===== src/rtl/wdog_pkg.sv =====
package wdog_pkg;
  // Register addresses and the kick key.
  localparam logic       ADDR_CTRL = 1'b0;
  localparam logic       ADDR_KICK = 1'b1;
  localparam logic [7:0] KICK_KEY  = 8'h4E;

  typedef struct packed {
    logic [1:0] span;       // period select, 00 = longest
    logic       to_reset;   // 1: reset request, 0: interrupt
  } wdog_ctrl_t;

  localparam wdog_ctrl_t CTRL_RESET = '{span: 2'b00, to_reset: 1'b1};

  // log2 of the prescaler tick period for a given span code.
  function automatic int tick_log2(input int min_log2, input int code);
    return min_log2 - 2 + 2 * (3 - code);
  endfunction
endpackage


===== src/rtl/wdog_regs.sv =====
module wdog_regs
  import wdog_pkg::*;
(
  input  logic       clk,
  input  logic       rst_n,
  input  logic       wr_en,
  input  logic       wr_addr,
  input  logic [7:0] wr_data,
  output wdog_ctrl_t ctrl,
  output logic       kick
);
  wdog_ctrl_t ctrl_q;
  logic       unused_bits;

  assign unused_bits = ^{wr_data[7:4], wr_data[0]};

  always_ff @(posedge clk or negedge rst_n) begin
    if (!rst_n) begin
      ctrl_q <= CTRL_RESET;
    end else if (wr_en && wr_addr == ADDR_CTRL) begin
      ctrl_q.span     <= wr_data[2:1];
      ctrl_q.to_reset <= wr_data[3];
    end
  end

  assign ctrl = ctrl_q;
  assign kick = wr_en && (wr_addr == ADDR_KICK) && (wr_data == KICK_KEY);
endmodule


===== src/rtl/wdog_divider.sv =====
module wdog_divider
  import wdog_pkg::*;
#(
  parameter int TIME_LOG2_MIN = 19
) (
  input  logic       clk,
  input  logic       rst_n,
  input  logic       hold,
  input  logic [1:0] span,
  output logic       tick
);
  localparam int DIV_W = tick_log2(TIME_LOG2_MIN, 0);

  logic [DIV_W-1:0] div_q;
  logic [3:0]       tick_opt;

  always_ff @(posedge clk or negedge rst_n) begin
    if (!rst_n)     div_q <= '0;
    else if (!hold) div_q <= div_q + 1'b1;
  end

  // One tick candidate per span code: the low bits of the prescaler all ones.
  for (genvar g = 0; g < 4; g++) begin : g_tap
    localparam int TL = tick_log2(TIME_LOG2_MIN, g);
    assign tick_opt[g] = &div_q[TL-1:0];
  end

  assign tick = !hold && tick_opt[span];

  assert_pause_holds_R8 : assert property (@(posedge clk) disable iff (!rst_n)
    hold |=> $stable(div_q));
endmodule


===== src/rtl/wdog_stage.sv =====
module wdog_stage #(
  parameter int CNT_W = 2
) (
  input  logic clk,
  input  logic rst_n,
  input  logic tick,
  input  logic kick,
  output logic ovf
);
  localparam logic [CNT_W-1:0] TOP = {CNT_W{1'b1}};

  logic [CNT_W-1:0] cnt_q;

  always_ff @(posedge clk or negedge rst_n) begin
    if (!rst_n)    cnt_q <= '0;
    else if (kick) cnt_q <= '0;
    else if (tick) cnt_q <= cnt_q + 1'b1;
  end

  assign ovf = tick && !kick && (cnt_q == TOP);

  assert_clear_zeroes_R3 : assert property (@(posedge clk) disable iff (!rst_n)
    kick |=> cnt_q == '0);
  assert_count_step_R3 : assert property (@(posedge clk) disable iff (!rst_n)
    (tick && !kick && cnt_q != TOP) |=> cnt_q == $past(cnt_q) + 1'b1);
  assert_idle_stable_R8 : assert property (@(posedge clk) disable iff (!rst_n)
    (!tick && !kick) |=> $stable(cnt_q));
endmodule


===== src/rtl/wdog_prescaled.sv =====
module wdog_prescaled
  import wdog_pkg::*;
#(
  parameter int TIME_LOG2_MIN = 19
) (
  input  logic       clk,
  input  logic       rst_n,
  input  logic       wr_en,
  input  logic       wr_addr,
  input  logic [7:0] wr_data,
  input  logic       pause,
  output logic       rst_req,
  output logic       wdt_irq
);
  wdog_ctrl_t ctrl;
  logic       kick;
  logic       tick;
  logic       ovf;
  logic       req_q;
  logic       irq_q;

  wdog_regs u_regs (
    .clk(clk), .rst_n(rst_n), .wr_en(wr_en), .wr_addr(wr_addr),
    .wr_data(wr_data), .ctrl(ctrl), .kick(kick)
  );

  wdog_divider #(.TIME_LOG2_MIN(TIME_LOG2_MIN)) u_div (
    .clk(clk), .rst_n(rst_n), .hold(pause), .span(ctrl.span), .tick(tick)
  );

  wdog_stage #(.CNT_W(2)) u_stage (
    .clk(clk), .rst_n(rst_n), .tick(tick), .kick(kick), .ovf(ovf)
  );

  always_ff @(posedge clk or negedge rst_n) begin
    if (!rst_n) begin
      req_q <= 1'b0;
      irq_q <= 1'b0;
    end else begin
      req_q <= req_q | (ovf && ctrl.to_reset);
      irq_q <= ovf && !ctrl.to_reset;
    end
  end

  assign rst_req = req_q;
  assign wdt_irq = irq_q;

  assert_ovf_sets_req_R2 : assert property (@(posedge clk) disable iff (!rst_n)
    (ovf && ctrl.to_reset) |=> rst_req);
  assert_req_sticky_R6 : assert property (@(posedge clk) disable iff (!rst_n)
    rst_req |=> rst_req);
  assert_irq_single_R7 : assert property (@(posedge clk) disable iff (!rst_n)
    wdt_irq |=> !wdt_irq);
endmodule


===== config.mk =====
export PLATFORM = sky130hd
export DESIGN_NAME = wdog_prescaled
export DESIGN_NICKNAME = d
export VERILOG_FILES = /design/src/rtl/wdog_pkg.sv /design/src/rtl/wdog_regs.sv /design/src/rtl/wdog_divider.sv /design/src/rtl/wdog_stage.sv /design/src/rtl/wdog_prescaled.sv
export SDC_FILE = /design/constraint.sdc
export NUM_CORES = 1
export LEC_CHECK = 0
export BUFFER_PORTS_ARGS = -buffer_cell sky130_fd_sc_hd__buf_2
export CORE_ASPECT_RATIO = 1.5
export CORE_UTILIZATION = 55
export DETAILED_ROUTE_END_ITERATION = 10
export PLACE_DENSITY = 0.75
export RECOVER_POWER = 25
export SLEW_MARGIN = 20
export SYNTH_ARGS = -nofsm -noshare
export SYNTH_HDL_FRONTEND = slang
export SYNTH_SLANG_ARGS = --single-unit

===== constraint.sdc =====
create_clock -name clk -period 5.8 [get_ports clk]
set_input_delay 1.16 -clock clk [delete_from_list [all_inputs] [get_ports clk]]
set_output_delay 1.16 -clock clk [all_outputs]
set_load 0.01 [all_outputs]

; ---- Yosys cells after proc, flatten, opt, wreduce, memory -nomap -nowiden
; Cells that the tools add are included.
[op_classes]
add_sub_neg = 2
n_lt_le_gt_ge = 1
n_eq_ne = 2
muxes = 4
bitwise = 2
n_reduce_logical = 16
[op_table]
columns = op, n
row1 = 23-bit by 1-bit adder with 23-bit output (second input constant), 1
row2 = 23-bit AND reduction, 1
row3 = 21-bit AND reduction, 1
row4 = 19-bit AND reduction, 1
row5 = 17-bit AND reduction, 1
row6 = 8-bit by 7-bit == test with 1-bit output (second input constant), 1
row7 = 1-bit logical AND, 8
row8 = 2-bit two-way mux, 2
row9 = 1-bit zero test, 3
row10 = 2-bit by 3-bit < comparator with 1-bit output (second input constant), 1
row11 = 2-bit by 1-bit adder with 2-bit output (second input constant), 1
row12 = 1-bit binary-select mux with 2-bit select, 1
row13 = 2-bit == test (second input constant), 1
row14 = 2-bit nonzero test, 1
row15 = 1-bit two-way mux, 1
row16 = 1-bit inverter, 1
row17 = 1-bit bitwise OR, 1
[word_totals]
regBits = 30
inputBits = 13
out_inout_bits = 2
wordCells = 33

; ---- Depth between registers and ports, before layout
[logic_depth]
depth_word = 8
mapped_depth = 9

; ---- Hierarchy
; From an unflattened synthesis, not the netlist that was laid out.
[unflattened]
hier_cells = 117
area_unflattened_um2 = 1400.1
[by_module_without_submodules]
columns = mod, instances, cells_per_inst, area_each_um2, seq_area_each_um2
row1 = wdog_divider, 1, 94, 1081.0, 575.6
row2 = wdog_regs, 1, 10, 158.9, 76.3
row3 = wdog_stage, 1, 9, 96.3, 50.0
row4 = wdog_prescaled, 1, 4, 63.8, 50.0

; ---- Least setup slack after synthesis
; Ideal clock, no wire load.
[synth_timing]
kind = input -> register
start = input port pause
end = register u_div.div_q[15]
setup_ns = 0.079
arrival_ns = 2.172
t_required_ns = 5.721
slack_ns = 3.549
path_stages = 6
path_buffers = 1
cell_sequence = buf_6 -> and4b_1 -> nand4_2 -> or2_4 -> nor2_2 -> xor2_1
[synth_rtl]
columns = element, line
row1 = "start, declared", wdog_prescaled.sv:11  ; input logic pause,
row2 = "end signal, assigned", wdog_divider.sv:19  ; else if (!hold) div_q <= div_q + 1'b1;
row3 = "end, declared", wdog_divider.sv:14  ; logic [DIV_W-1:0] div_q;

; ---- Worst setup path after layout
[layout_timing]
start = register u_div.div_q[0]
end = register u_stage.cnt_q[0]
[layout_via]
elab_chain_cells = 5
[layout_lines]
columns = element, line
row1 = "23-bit AND reduction, or another cell as far along", wdog_divider.sv:25  ; assign tick_opt[g] = &div_q[TL-1:0];
row2 = 1-bit binary-select mux with 2-bit select (*), wdog_divider.sv:28  ; assign tick = !hold && tick_opt[span];
row3 = 1-bit two-way mux (not written as such) (*), wdog_divider.sv:28
row4 = 1-bit logical AND (*), wdog_divider.sv:28
row5 = 2-bit nonzero test (no source line) (*), n/a
row6 = "end signal, assigned", wdog_stage.sv:17  ; else if (tick) cnt_q <= cnt_q + 1'b1;
row7 = "end, declared", wdog_stage.sv:12  ; logic [CNT_W-1:0] cnt_q;
; Mark *: on every way between the ends. The rest lies on a longest branch, timed or not. The select of a mux whose other input is x is not followed.
; A chain may end at the register's enable or synchronous reset.

==> results.yml <==
sta:
  setup_slack_ns: 3.60
  setup-violations-final: 0
  final-max-slew-violation-count: 31
  final.setup.tns_ns: 0
  min_period_ns: 2.20
  rsz0062_at_grt: "no"
  post-route-period-util_pct: 37.8
  worstMarginPinSlew_ns: 1.56
  fin_skew_ns: 0.00697
  slew_headroom_pct: -4.10
  hold_viol_final: 0
  fmax_mhz: 456
yosys:
  ys_seq_area_share_pct: 53.7
  synth_top_area_share_pct: 51.8
  syn_nets: 134
  netlist_area_um2: 1400
  syn_inst: 118
  synth.distinct_cells: 31
  yosys.area.top_type: "dfrtp_1"
  synth_edf_count: 0
  synth_async_sr_flop_share_pct: 100
  yosys-top-cells-area: "dfrtp_1 (52%), xnor2_1 (9.4%), mux2_2 (4.0%)"
  syn_area_per_cell_um2: 11.9
  ys_warn_count: 0
  synth_top_cells_by_count: "dfrtp_1 (29), xnor2_1 (15), nand2_1 (12)"
  synth.most_common_cell: "dfrtp_1"
  yosys_most_used_dff: "dfrtp_1"
  ys_seq_elements: 30
clock_network:
  clk_latency_ns: 0.32
  clockBufferDepth: 2
  cts.htree.levels: 2
  cts_hold_buf: 0
  path_clk_slew_ns: 0.09
  post_cts_buffers: 0
  cts_resized: 0
  cts_sinks: 30
  cts_buffers: 5
  cts_tree: "done"
  cts_root_buf: "clkbuf_4"
finish:
  fillers: 196
  ff_latch_area_um2: 752
  drive_gt1_share_pct: 21.6
  syn2layout_area_growth_pct: 10.5
  antenna_cells: 0
  finalNetCount: 154
  multi_input_area_um2: 629
setup_path:
  timing.rr.start: "u_div.div_q[0]$_DFFE_PN0N_"
  worst-path-max-fanout: 3
  crit_required_ns: 6.05
  arrival_ns: 2.44
  ff2ff_path_depth: 9
  critPathKind: "reg -> reg"
  cp_cell_sequence: "ha_1, and3_1, nand3_1, nor3_1, ha_1, inv_1, a311o_1, nor2_2, mux2i_1"
  critPathTopFamily: "simple AND/OR/NAND/NOR gates"
  cp_common_cell: "ha_1"
  critical_path.max_stage_delay_ns: 0.40
  r2r_slack_ns: 3.60
  cp_num_buf_inv: 1
  r2r_end: "u_stage.cnt_q[0]$_DFFE_PN0P_"
  cp_slowest_cell: "dfrtp_1"
  start_kind: "register"
  critPathCaptureType: "register"
power_and_ir_drop:
  power.static_leakage_uw: 0.000728
  power_density_nw_per_um2: 314
  peakVddDrop_uv: 171
die:
  start_util_pct: 57.8
  die_y_um: 63.8
  num_rows: 22
  design.die.area_um2: 2760
  core_um2: 2420
  dieWidth_um: 43.2
  io_pins: 15
hold_path:
  worstHoldStart: "rst_req$_DFF_PN0_"
  hp-class: "reg -> reg"
  min_delay_worst_endpoint: "rst_req$_DFF_PN0_"
  holdPathStages: 1
global_route:
  grt_pass1_vias: 992
  antenna_found_initial: 0
  grt_pass1_wl_um: 4080
  overflow: 0
  grt_max_degree: 31
  grt_use_total_pct: 19.6
detailed_routing:
  drt-pass1-iter-count: 4
  drtIter0Drc: 15
  via_per_inst: 5.61
  wirelength_um: 2200
  dr_total_vias: 914
  drtAntennaViolNets: 0
  route.detailed.wl_per_inst_um: 13.5
  drc: 0
run_status:
  violations: "capacitance limit, slew limit"
  status: "complete, but fails checks"
place:
  gp_congestion: 0.807
  dp_hpwl_um: 1610
  pre_cts_ws_ns: 3.39
  io_buffers: 14
flow_run:
  drv_cap: 1
[sequential cells by signal, summed over array words and instances, names as in the netlist]
register	flops
wdt_irq	1
u_regs.ctrl	3
u_stage.cnt_q	2
u_div.div_q	23
rst_req	1
[power breakdown]
group	internal, uW	total [uW]	switching, uW
combinational	47.0	84.1	37.1
clock	58.6	126	67.0
sequential	246	277	30.8
total	351	486	135
[cell families (layout without fill, tap and decap cells)]
logic type / Yosys count / in the layout / synth area share, %
compound gates: 5 / 5 / 3.84
simple gates: 49 / 49 / 19.8
xor+xnor: 21 / 21 / 13.1
fa+ha+maj: 3 / 3 / 2.68
buf+inv: 3 / 24 / 1.34
mux: 7 / 7 / 5.45
flops: 30 / 30 / 53.7
[final cells by class]
class,count,share of cell area (%)
timing repair buffer,14,4.37
multi-input combinational,85,40.7
tap,24,1.94
clock inverter,1,0.324
sequential,30,48.6
clock buffer,7,3.56
inverter,2,0.485
[worst reg2reg max path, stage by stage (launching register included)]
cell and delay, ns:
dfrtp_1 0.40, ha_1 0.18, and3_1 0.21, nand3_1 0.13
nor3_1 0.22, ha_1 0.17, inv_1 0.04, a311o_1 0.37
nor2_2 0.20, mux2i_1 0.20
[cells in the final DEF, fill, tap and decap left out, drive strengths merged, types with 2 or more instances in the layout]
master / instances
nand3: 6
and2: 2
dfrtp: 29
xnor2: 15
mux2i: 2
nor3: 2
and4b: 2
nand2: 12
nor2: 8
inv: 2
nand4: 5
and4: 2
ha: 3
clkbuf: 9
xor2: 6
buf: 12
nand2b: 3
mux2: 5
and3: 2
[how the worst max path moves through the flow]
stage / start / endpoint / slack (ns) / cells past startpoint
after floorplan: pause / u_div.div_q[15]$_DFFE_PN0N_ / 3.55 / 6
final: u_div.div_q[0]$_DFFE_PN0N_ / u_stage.cnt_q[0]$_DFFE_PN0P_ / 3.60 / 9
after global routing: rst_n / u_div.div_q[2]$_DFFE_PN0N_ / 3.36 / 1
after global placement: pause / u_div.div_q[15]$_DFFE_PN0N_ / 3.45 / 6
after detailed placement: pause / u_div.div_q[15]$_DFFE_PN0N_ / 3.39 / 6
after CTS: u_div.div_q[0]$_DFFE_PN0N_ / u_stage.cnt_q[0]$_DFFE_PN0P_ / 3.57 / 9
[per-layer routing]
layer | share of wire [%] | global-route usage, % | routed length (um) | up-vias
met2 | 50 | 32.6 | 1100 | 19
met1 | 43 | 22.9 | 946 | 437
li1 | - | - | - | 451
met5 | 0 | 0 | 0 | -
met3 | 4.7 | 6.21 | 103 | 7
met4 | 2.2 | 7.95 | 49 | 0
[stage by stage]
step,util (%),total power [uW],instances,cell area [um2],hold WS [ns]
2_1_floorplan,-,339,118,1400,0.438
3_3_place_gp,61.5,362,155,1490,0.444
3_5_place_dp,61.5,367,155,1490,0.449
4_1_cts,63.9,495,163,1550,0.470
5_1_grt,63.8,520,163,1550,0.483
6_report,63.8,486,163,1550,0.464
No activity file was read; power rests on OpenSTA's default activity.
